`config.mk`:
```
export PLATFORM = sky130hd
export DESIGN_NAME = i2c_regport
export DESIGN_NICKNAME = d
export VERILOG_FILES = /design/src/rtl/i2c_regport_pkg.sv /design/src/rtl/i2c_line_sampler.sv /design/src/rtl/regport_bank.sv /design/src/rtl/i2c_slave_engine.sv /design/src/rtl/i2c_regport.sv
export SDC_FILE = /design/constraint.sdc
export NUM_CORES = 1
export LEC_CHECK = 0
export ABC_AREA = 1
export BUFFER_PORTS_ARGS = -buffer_cell sky130_fd_sc_hd__buf_2
export CORE_UTILIZATION = 53
export DETAILED_ROUTE_END_ITERATION = 10
export PLACE_DENSITY = 0.88
export SLEW_MARGIN = 5
export SYNTH_ARGS = -nofsm -noshare
export SYNTH_HDL_FRONTEND = slang
export SYNTH_SLANG_ARGS = --single-unit
export TNS_END_PERCENT = 30
```
`constraint.sdc`:
```
create_clock -name clk -period 1.8 [get_ports clk]
set_clock_uncertainty 0.1 [all_clocks]
set_input_delay 0.36 -clock clk [delete_from_list [all_inputs] [get_ports clk]]
set_output_delay 0.36 -clock clk [all_outputs]
set_load 0.005 [all_outputs]
```
`src/rtl/i2c_regport_pkg.sv`:
```
package i2c_regport_pkg;

   localparam int DATA_W   = 8;
   localparam int PTR_W    = 3;
   localparam int NUM_REGS = 6;

   localparam logic [PTR_W-1:0] IDX_PINS   = 3'd0;
   localparam logic [PTR_W-1:0] IDX_LAST   = 3'(NUM_REGS - 1);

   typedef enum logic [3:0] {
      ST_IDLE,
      ST_ADDR,
      ST_ADDR_ACK,
      ST_CMD,
      ST_CMD_ACK,
      ST_WDATA,
      ST_WDATA_ACK,
      ST_RDATA,
      ST_RACK,
      ST_IGNORE
   } bus_state_e;

   function automatic logic [DATA_W-1:0] reg_default(input int idx);
      return (idx == 2 || idx == 4) ? 8'h80 : 8'h00;
   endfunction

   function automatic logic [PTR_W-1:0] step_index(input logic [PTR_W-1:0] p);
      return (p >= IDX_LAST) ? '0 : p + 1'b1;
   endfunction

endpackage

```
`src/rtl/i2c_line_sampler.sv`:
```
module i2c_line_sampler #(
   parameter int STAGES = 2
) (
   input  logic clk,
   input  logic rst_n,
   input  logic scl_i,
   input  logic sda_i,
   output logic scl_lvl,
   output logic sda_lvl,
   output logic scl_rise,
   output logic scl_fall,
   output logic start_det,
   output logic stop_det
);

   if (STAGES < 2) begin : g_bad_stages
      $error("i2c_line_sampler: STAGES must be at least 2");
   end

   logic [STAGES-1:0] scl_sh, sda_sh;
   logic              scl_prev, sda_prev;

   always_ff @(posedge clk or negedge rst_n) begin
      if (!rst_n) begin
         scl_sh   <= '1;
         sda_sh   <= '1;
         scl_prev <= 1'b1;
         sda_prev <= 1'b1;
      end else begin
         scl_sh   <= {scl_sh[STAGES-2:0], scl_i};
         sda_sh   <= {sda_sh[STAGES-2:0], sda_i};
         scl_prev <= scl_sh[STAGES-1];
         sda_prev <= sda_sh[STAGES-1];
      end
   end

   assign scl_lvl   = scl_sh[STAGES-1];
   assign sda_lvl   = sda_sh[STAGES-1];
   assign scl_rise  = scl_lvl & ~scl_prev;
   assign scl_fall  = ~scl_lvl & scl_prev;
   assign start_det = scl_lvl & scl_prev & sda_prev & ~sda_lvl;
   assign stop_det  = scl_lvl & scl_prev & ~sda_prev & sda_lvl;

endmodule

```
`src/rtl/regport_bank.sv`:
```
module regport_bank
   import i2c_regport_pkg::*;
#(
   parameter int PIN_W = 4
) (
   input  logic              clk,
   input  logic              rst_n,
   input  logic              wr_en,
   input  logic [PTR_W-1:0]  wr_idx,
   input  logic [DATA_W-1:0] wr_data,
   input  logic [PTR_W-1:0]  rd_idx,
   input  logic [PIN_W-1:0]  pins_i,
   output logic [DATA_W-1:0] rd_data,
   output logic [DATA_W-1:0] rate_a_o,
   output logic [DATA_W-1:0] duty_a_o,
   output logic [DATA_W-1:0] rate_b_o,
   output logic [DATA_W-1:0] duty_b_o,
   output logic [DATA_W-1:0] led_sel_o
);

   logic [DATA_W-1:0] store [1:NUM_REGS-1];

   for (genvar i = 1; i < NUM_REGS; i++) begin : g_reg
      always_ff @(posedge clk or negedge rst_n) begin
         if (!rst_n)
            store[i] <= reg_default(i);
         else if (wr_en && wr_idx == PTR_W'(i))
            store[i] <= wr_data;
      end
   end

   always_comb begin
      rd_data = '0;
      if (rd_idx == IDX_PINS)
         rd_data = DATA_W'(pins_i);
      for (int i = 1; i < NUM_REGS; i++)
         if (rd_idx == PTR_W'(i))
            rd_data = store[i];
   end

   assign rate_a_o  = store[1];
   assign duty_a_o  = store[2];
   assign rate_b_o  = store[3];
   assign duty_b_o  = store[4];
   assign led_sel_o = store[5];

endmodule

```
`src/rtl/i2c_slave_engine.sv`:
```
module i2c_slave_engine
   import i2c_regport_pkg::*;
#(
   parameter logic [6:0] SLAVE_ADDR = 7'b1100010
) (
   input  logic              clk,
   input  logic              rst_n,
   input  logic              scl_rise,
   input  logic              scl_fall,
   input  logic              sda_lvl,
   input  logic              start_det,
   input  logic              stop_det,
   input  logic [DATA_W-1:0] rd_data,
   output logic              sda_oe,
   output logic [PTR_W-1:0]  idx,
   output logic              step_en,
   output logic              cmd_load,
   output logic              wr_en,
   output logic [PTR_W-1:0]  wr_idx,
   output logic [DATA_W-1:0] wr_data
);

   bus_state_e        state;
   logic [3:0]        bit_cnt;
   logic [DATA_W-1:0] rx_sh;
   logic [DATA_W-1:0] tx_byte;
   logic              rd_dir;
   logic              host_nack;

   always_ff @(posedge clk or negedge rst_n) begin
      if (!rst_n) begin
         state     <= ST_IDLE;
         bit_cnt   <= '0;
         rx_sh     <= '0;
         tx_byte   <= '0;
         rd_dir    <= 1'b0;
         host_nack <= 1'b0;
         sda_oe    <= 1'b0;
         idx       <= '0;
         step_en   <= 1'b0;
         cmd_load  <= 1'b0;
         wr_en     <= 1'b0;
         wr_idx    <= '0;
         wr_data   <= '0;
      end else begin
         wr_en    <= 1'b0;
         cmd_load <= 1'b0;
         if (start_det) begin
            state   <= ST_ADDR;
            bit_cnt <= '0;
            sda_oe  <= 1'b0;
         end else if (stop_det) begin
            state  <= ST_IDLE;
            sda_oe <= 1'b0;
         end else begin
            unique case (state)
               ST_ADDR, ST_CMD, ST_WDATA: begin
                  if (scl_rise && bit_cnt < 4'd8) begin
                     rx_sh   <= {rx_sh[DATA_W-2:0], sda_lvl};
                     bit_cnt <= bit_cnt + 4'd1;
                  end else if (scl_fall && bit_cnt == 4'd8) begin
                     if (state == ST_ADDR) begin
                        if (rx_sh[7:1] == SLAVE_ADDR) begin
                           rd_dir <= rx_sh[0];
                           sda_oe <= 1'b1;
                           state  <= ST_ADDR_ACK;
                        end else begin
                           state <= ST_IGNORE;
                        end
                     end else if (state == ST_CMD) begin
                        step_en  <= rx_sh[4];
                        idx      <= rx_sh[PTR_W-1:0];
                        cmd_load <= 1'b1;
                        sda_oe   <= 1'b1;
                        state    <= ST_CMD_ACK;
                     end else begin
                        wr_en   <= 1'b1;
                        wr_idx  <= idx;
                        wr_data <= rx_sh;
                        if (step_en) idx <= step_index(idx);
                        sda_oe  <= 1'b1;
                        state   <= ST_WDATA_ACK;
                     end
                  end
               end
               ST_ADDR_ACK, ST_CMD_ACK, ST_WDATA_ACK: begin
                  if (scl_fall) begin
                     bit_cnt <= '0;
                     if (state == ST_ADDR_ACK && rd_dir) begin
                        tx_byte <= rd_data;
                        sda_oe  <= ~rd_data[DATA_W-1];
                        state   <= ST_RDATA;
                     end else begin
                        sda_oe <= 1'b0;
                        state  <= (state == ST_ADDR_ACK) ? ST_CMD : ST_WDATA;
                     end
                  end
               end
               ST_RDATA: begin
                  if (scl_rise) begin
                     bit_cnt <= bit_cnt + 4'd1;
                  end else if (scl_fall) begin
                     if (bit_cnt == 4'd8) begin
                        sda_oe <= 1'b0;
                        if (step_en) idx <= step_index(idx);
                        state  <= ST_RACK;
                     end else begin
                        sda_oe <= ~tx_byte[3'd7 - bit_cnt[2:0]];
                     end
                  end
               end
               ST_RACK: begin
                  if (scl_rise) begin
                     host_nack <= sda_lvl;
                  end else if (scl_fall) begin
                     if (host_nack) begin
                        state <= ST_IGNORE;
                     end else begin
                        tx_byte <= rd_data;
                        sda_oe  <= ~rd_data[DATA_W-1];
                        bit_cnt <= '0;
                        state   <= ST_RDATA;
                     end
                  end
               end
               default: ;
            endcase
         end
      end
   end

endmodule

```
`src/rtl/i2c_regport.sv`:
```
module i2c_regport
   import i2c_regport_pkg::*;
#(
   parameter int ADDR_SEL    = 0,
   parameter int SYNC_STAGES = 2,
   parameter int PIN_W       = 4
) (
   input  logic             clk,
   input  logic             rst_n,
   input  logic             scl_i,
   input  logic             sda_i,
   output logic             sda_oe_o,
   input  logic [PIN_W-1:0] pins_i,
   output logic [7:0]       rate_a_o,
   output logic [7:0]       duty_a_o,
   output logic [7:0]       rate_b_o,
   output logic [7:0]       duty_b_o,
   output logic [7:0]       led_sel_o
);

   if (ADDR_SEL < 0 || ADDR_SEL > 1) begin : g_bad_addr
      $error("i2c_regport: ADDR_SEL must be 0 or 1");
   end
   if (PIN_W < 1 || PIN_W > DATA_W) begin : g_bad_pins
      $error("i2c_regport: PIN_W must be 1..8");
   end

   localparam logic [6:0] SLAVE_ADDR = {6'b110001, ADDR_SEL[0]};

   logic              scl_lvl, sda_lvl, scl_rise, scl_fall;
   logic              start_det, stop_det;
   logic [DATA_W-1:0] rd_data, wr_data;
   logic [PTR_W-1:0]  idx, wr_idx;
   logic              step_en, cmd_load, wr_en;

   i2c_line_sampler #(.STAGES(SYNC_STAGES)) u_samp (
      .clk       (clk),
      .rst_n     (rst_n),
      .scl_i     (scl_i),
      .sda_i     (sda_i),
      .scl_lvl   (scl_lvl),
      .sda_lvl   (sda_lvl),
      .scl_rise  (scl_rise),
      .scl_fall  (scl_fall),
      .start_det (start_det),
      .stop_det  (stop_det)
   );

   i2c_slave_engine #(.SLAVE_ADDR(SLAVE_ADDR)) u_eng (
      .clk       (clk),
      .rst_n     (rst_n),
      .scl_rise  (scl_rise),
      .scl_fall  (scl_fall),
      .sda_lvl   (sda_lvl),
      .start_det (start_det),
      .stop_det  (stop_det),
      .rd_data   (rd_data),
      .sda_oe    (sda_oe_o),
      .idx       (idx),
      .step_en   (step_en),
      .cmd_load  (cmd_load),
      .wr_en     (wr_en),
      .wr_idx    (wr_idx),
      .wr_data   (wr_data)
   );

   regport_bank #(.PIN_W(PIN_W)) u_bank (
      .clk       (clk),
      .rst_n     (rst_n),
      .wr_en     (wr_en),
      .wr_idx    (wr_idx),
      .wr_data   (wr_data),
      .rd_idx    (idx),
      .pins_i    (pins_i),
      .rd_data   (rd_data),
      .rate_a_o  (rate_a_o),
      .duty_a_o  (duty_a_o),
      .rate_b_o  (rate_b_o),
      .duty_b_o  (duty_b_o),
      .led_sel_o (led_sel_o)
   );

endmodule

```
==> metrics.txt, run 1 <==
Overflow after GRT=0; CP cell instances=inv_4 -> ha_4 -> inv_1 -> nor2_2 -> buf_6 -> nand3_1 -> nand3_2 -> o211ai_1 -> nand3_1 -> nand2_1 -> nand2_1; # fillers=632; CP Max Fanout=7; leakage=2.78 nW; H-tree levels=3; Place WS=-0.0897 ns; layout cells sized above 1=0.272; largest net degree at the start of global routing=90; Commonest cells post-synth=nand2_1 (189), dfrtp_1 (81), o21ai_0 (64), inv_1 (57), nor2_1 (54); register bit total from synthesis=89; FP Rows=33; total of max-cap violations=0; Max Slew Vio Count=0; CP endpoint kind=flop; final period utilization=1.01; clock latency at the later pin of the worst-skew pair=0.37 ns; family with the most delay on the worst path=simple AND/OR/NAND/NOR gates; DR vias=4,267; Placer Congestion=0.970; CTS tree=yes; design area=5500 um2; post-route insts no fill=771; CP Data Required Time=2.00 ns; reg2reg setup slack=-0.02 ns; placed insts=743; post-synthesis instance total=589; drc violations=0; storage element area=2240 um2; Primary FF master, synth=dfrtp_1; DR vias/cell=5.53; Die ar.=8900 um2; Tot GR Track Use=0.267; Setup Viol. Count Final=2; Max stage delay cell, worst path=dfrtp_2; Mapped Nets=603; clock-pin slew on the worst setup and hold paths=0.09 ns; antenna-violating nets left=0; worst setup margin=-0.0179 ns; Starting DRT DRC Count=392; overall routed net length=12,100 um; starting density of the core=0.550; Placement Cell Area=4970 um2; PortBufs=48; Max Root-Sink Buffers=2; chip width=94.3 um; R2R depth=11; core area=8220 um2; crit path time final=1.82 ns; top-area cell type share of the netlist area=0.449; Num Clock Sinks=89; status=complete, but fails checks; CP Capture Point=u_eng.tx_byte[6]; pwr/cell area=1050 nW/um2; synth unique cells=33; Worst path max stage delay=0.50 ns; kind of critical path=flop to flop; fmax=0.550 GHz; TritonCTS buffer count=9; count leader, synth=nand2_1; CTS root buffer=clkbuf_8; worst hold path class=flop to flop; Async SR Flop Fraction=1.00; Worst VDD drop=0.000581 V; Netlist Area Pre-Place=4520 um2; synthesis-to-finish area growth=21.7%; wire per inst=15.7 um; area leader, netlist=dfrtp_1; register area share after synthesis=0.495; initial antenna violation count=0; Pre-antenna DRT Iters=5; crit path from=u_eng.idx[1]; I/O Pins=49; r2r endpoint=u_eng.tx_byte[6]; synth top area cells=dfrtp_1 (45%), nand2_1 (16%), o21ai_0 (7.1%), nand3_1 (5.1%), inv_1 (4.7%); Power, Total=5.76 mW; Rel. slew slack=0.614; Critical Path Start Type=flop; r2r startpoint=u_eng.idx[1]; Buf+Inv Stages, Crit Path=3; RSZ-0062 raised after global routing=yes; nets=675; first-pass GRT wire length=18,100 um; total number of yosys warnings=0; measured slew at the worst slew-check pin=0.577 ns; vias in the first global route=3,872; average size of a mapped cell=7.67 um2; CP arrival=2.02 ns; Diodes inserted=0; EDFF count, synth=0; failing checks=negative setup slack; WHS=0.262 ns; DP HPWL=8090 um; area of the multi-input gates=2220 um2; DIE HEIGHT=94.3 um; Crit path depth=11; Final Hold Fails=0
-- per-layer routing --
layer	track usage	vias up	wire (um)
li1	-	2022	-
met1	0.362	2037	4960
met2	0.423	171	5990
met3	0.0427	37	822
met4	0.118	0	321
met5	0	-	0
-- power by group --
part	internal, mW	total, mW	switching [mW]
Sequential	2.22	2.43	0.209
Combinational	0.696	2.04	1.34
Clock	0.528	1.29	0.764
-- metrics by stage --
stage	util	TNS (ns)
finish	0.670	-0.0244
floorplan	-	0
global placement	0.604	0
global route	0.670	-0.900
detailed placement	0.604	-0.249
CTS	0.630	-0.00259
-- final cells by class --
cell class,count,area share
timing repair buffer,74,0.0882
multi-input combinational,424,0.403
clock buffer,10,0.0232
inverter,62,0.0439
sequential,89,0.408
timing repair inverter,1,0.000910
tap,105,0.0239
clock inverter,6,0.00910
-- worst min-delay path by stage --
stage / from / endpoint / slack, ns / depth (start not counted)
2_1_floorplan: rst_n / u_bank.duty_a_o[0] / -0.04 / 0
3_3_place_gp: u_samp.sda_sh[0] / u_samp.sda_sh[1] / 0.25 / 0
3_5_place_dp: u_samp.sda_sh[0] / u_samp.sda_sh[1] / 0.25 / 0
4_1_cts: u_samp.sda_sh[0] / u_samp.sda_sh[1] / 0.26 / 0
5_1_grt: u_samp.sda_sh[0] / u_samp.sda_sh[1] / 0.27 / 0
6_report: u_samp.sda_sh[0] / u_samp.sda_sh[1] / 0.26 / 0
-- worst reg2reg max path, cell delays in order (launching register included) --
cell and delay, ns:
dfrtp_2 0.50, inv_4 0.10, ha_4 0.13, inv_1 0.05
nor2_2 0.17, buf_6 0.15, nand3_1 0.11, nand3_2 0.09
o211ai_1 0.12, nand3_1 0.12, nand2_1 0.06, nand2_1 0.05
-- sequential cells by signal, indices dropped and copies added, names as in the netlist --
| register | flops |
|---|---|
| u_bank.led_sel_o | 8 |
| u_bank.duty_b_o | 8 |
| u_bank.rate_a_o | 8 |
| u_eng.step_en | 1 |
| u_eng.tx_byte | 8 |
| u_eng.idx | 3 |
| u_samp.scl_sh | 2 |
| u_eng.sda_oe | 1 |
| u_eng.host_nack | 1 |
| u_eng.wr_en | 1 |
| u_samp.sda_sh | 2 |
| u_eng.wr_data | 8 |
| u_eng.rd_dir | 1 |
| u_eng.state | 4 |
| u_samp.scl_prev | 1 |
| u_samp.sda_prev | 1 |
| u_eng.wr_idx | 3 |
| u_bank.duty_a_o | 8 |
| u_eng.rx_sh | 8 |
| u_bank.rate_b_o | 8 |
| u_eng.bit_cnt | 4 |
-- logic make-up after synthesis --
group | after synthesis | synth area share
simple gates | 324 | 0.313
compound gates | 93 | 0.107
flops | 89 | 0.495
buf+inv | 76 | 0.0659
fa+ha+maj | 6 | 0.0166
xor+xnor | 1 | 0.00194
-- cell usage in the layout (no fill, tap or decap), types with 6 or more instances in the layout --
| cell type | instances |
|---|---|
| dfrtp_1 | 76 |
| buf_2 | 47 |
| nor2_2 | 9 |
| nand2_2 | 15 |
| clkbuf_8 | 9 |
| nand2_1 | 179 |
| nand3_2 | 11 |
| inv_1 | 45 |
| o21ai_1 | 18 |
| inv_2 | 13 |
| dfstp_2 | 8 |
| nor2_1 | 45 |
| buf_4 | 18 |
| a21oi_1 | 6 |
| nor2_4 | 9 |
| o21ai_0 | 60 |
| nand2_4 | 6 |
| nand3_1 | 35 |
-- repair_timing --
item | 4_1_cts | 5_1_grt
endpoints found under the setup margin | 5 | 30
hold buffers | 3 | 0
endpoints found under the hold margin | 83 | 0
cloned | 0 | 1
pin swaps | 0 | 22
gates resized for setup | 1 | 82
buffers inserted | 0 | 8
(Power assumes the default switching activity.)
==> run 2: changes to the inputs <==
ABC_AREA = unset   (was 1)
==> run 2 against run 1 <==
Against the previous run: sequential share of layout area shrank 4.0 points; largest power group unchanged; power rose by 11%; the flow still finishes with violations (negative setup slack); synthesized cell count down 33%.
==> metrics.txt, run 2 <==
status=complete, but fails checks; failing checks=negative setup slack; Diodes inserted=0; CP Data Required Time=1.96 ns; largest net degree at the start of global routing=37; core area=8260 um2; Max Slew Vio Count=0; EDFF count, synth=0; worst setup margin=-0.327 ns; H-tree levels=3; wire per inst=23.3 um; register area share after synthesis=0.491; worst hold path class=flop to flop; Critical Path Start Type=flop; antenna-violating nets left=0; synth unique cells=67; count leader, synth=dfrtp_1; nets=534; Starting DRT DRC Count=270; first-pass GRT wire length=22,100 um; Commonest cells post-synth=dfrtp_1 (81), mux2_2 (59), nand2_1 (29), nor2_1 (19); post-synthesis instance total=394; DIE HEIGHT=94.7 um; Die ar.=8970 um2; Worst VDD drop=0.000593 V; register bit total from synthesis=89; WHS=0.260 ns; PortBufs=48; total number of yosys warnings=0; I/O Pins=49; DR vias=4,146; Tot GR Track Use=0.333; Pre-antenna DRT Iters=7; TritonCTS buffer count=9; Mapped Nets=408; Rel. slew slack=0.686; Num Clock Sinks=89; vias in the first global route=4,289; R2R depth=8; kind of critical path=flop to flop; Setup Viol. Count Final=33; Place WS=-0.291 ns; top-area cell type share of the netlist area=0.445; # fillers=499; synthesis-to-finish area growth=34.2%; Primary FF master, synth=dfrtp_1; CP arrival=2.28 ns; Netlist Area Pre-Place=4560 um2; final period utilization=1.18; CP endpoint kind=flop; post-route insts no fill=630; met1 Use GR=0.390; met3 GRT Util=0.0684; total of max-cap violations=0; synth top area cells=dfrtp_1 (44%), mux2_2 (15%), dfstp_2 (4.6%), nand2_1 (2.4%), a21oi_1 (1.9%); met2 GRT Util=0.556; fmax=0.470 GHz; chip width=94.7 um; initial antenna violation count=0; Final Hold Fails=0; leakage=2.91 nW; crit path time final=2.13 ns; most frequent cells in the layout=dfrtp_1 (74), buf_4 (72), mux2_2 (59); DP HPWL=8570 um; DR vias/cell=6.58; overall routed net length=14,700 um; drc violations=0; Placer Congestion=0.967; design area=6110 um2; pwr/cell area=1050 nW/um2; clock-pin slew on the worst setup and hold paths=0.10 ns; Overflow after GRT=0; Power, Total=6.39 mW; average size of a mapped cell=11.6 um2; most crowded layer after global routing=met2; CTS tree=yes; layout cells sized above 1=0.549; RSZ-0062 raised after global routing=yes; starting density of the core=0.552; clock latency at the later pin of the worst-skew pair=0.38 ns; placed insts=600; CTS root buffer=clkbuf_8; most common cell after layout, fill and taps aside=dfrtp_1; Hold Crit Depth=0; Max Root-Sink Buffers=2; Placement Cell Area=5390 um2; area leader, netlist=dfrtp_1; Async SR Flop Fraction=1.00; FP Rows=33; measured slew at the worst slew-check pin=0.470 ns; CP Max Fanout=6
[run 2: kinds of logic (layout without fill, tap and decap cells)]
kind of cell | Yosys count | in the layout | synth area share
compound gates | 87 | 87 | 0.133
xor+xnor | 2 | 2 | 0.00385
mux | 65 | 65 | 0.166
flops | 89 | 89 | 0.491
fa+ha+maj | 6 | 6 | 0.0165
simple gates | 118 | 118 | 0.156
buf+inv | 27 | 158 | 0.0338
[run 2: metrics by stage]
stage | setup TNS [ns] | utilization
floorplan | -2.35 | -
global placement | -4.47 | 0.652
detailed placement | -6.18 | 0.652
CTS | -4.83 | 0.716
global route | -8.51 | 0.740
finish | -6.49 | 0.740
[run 2: power breakdown]
| part | internal [mW] | switching, mW |
|---|---|---|
| registers | 2.23 | 0.292 |
| clock network | 0.529 | 0.838 |
| logic | 1.32 | 1.18 |
| total | 4.09 | 2.31 |
[run 2: layout make-up]
class,count,area (um2),area share
Inverter,8,31.3,0.00512
Tap cell,105,131,0.0215
Clock buffer,9,124,0.0203
Sequential cell,89,2250,0.367
Timing Repair Buffer,134,980,0.160
Multi-Input combinational cell,278,2540,0.415
Clock inverter,7,61.3,0.0100
[run 2: worst max-delay path, stage by stage, from the launching register on]
cell and delay, ns:
dfrtp_2 0.46, buf_6 0.14, ha_4 0.17, buf_6 0.14
and3b_1 0.18, a21oi_1 0.16, o21ai_0 0.17, a221oi_2 0.37
o31ai_1 0.13
[run 2: what timing repair did]
action / CTS / global route
gates resized for setup: 57 / 36
pin swaps: 24 / 12
hold buffers: 3 / 0
setup endpoints to repair: 42 / 34
endpoints found under the hold margin: 18 / 0
setup buffers: 7 / 4
[run 2: path summary, 6_finish.rpt]
check                            startpoint                  to  slack [ns]
setup / recovery               u_eng.idx[0]    u_eng.tx_byte[4]       -0.33
hold / removal             u_samp.sda_sh[0]    u_samp.sda_sh[1]        0.26
setup reg to reg               u_eng.idx[0]    u_eng.tx_byte[4]       -0.33
hold reg to reg            u_samp.sda_sh[0]    u_samp.sda_sh[1]        0.26
max in group asynchronous             rst_n  u_bank.duty_a_o[7]        0.71
min in group asynchronous             rst_n      u_eng.state[3]        0.33
[run 2: metal layers]
metal,vias up,wire (um)
met3,101,1170
met4,0,868
met5,-,0
met1,2026,5190
met2,302,7460
li1,1717,-
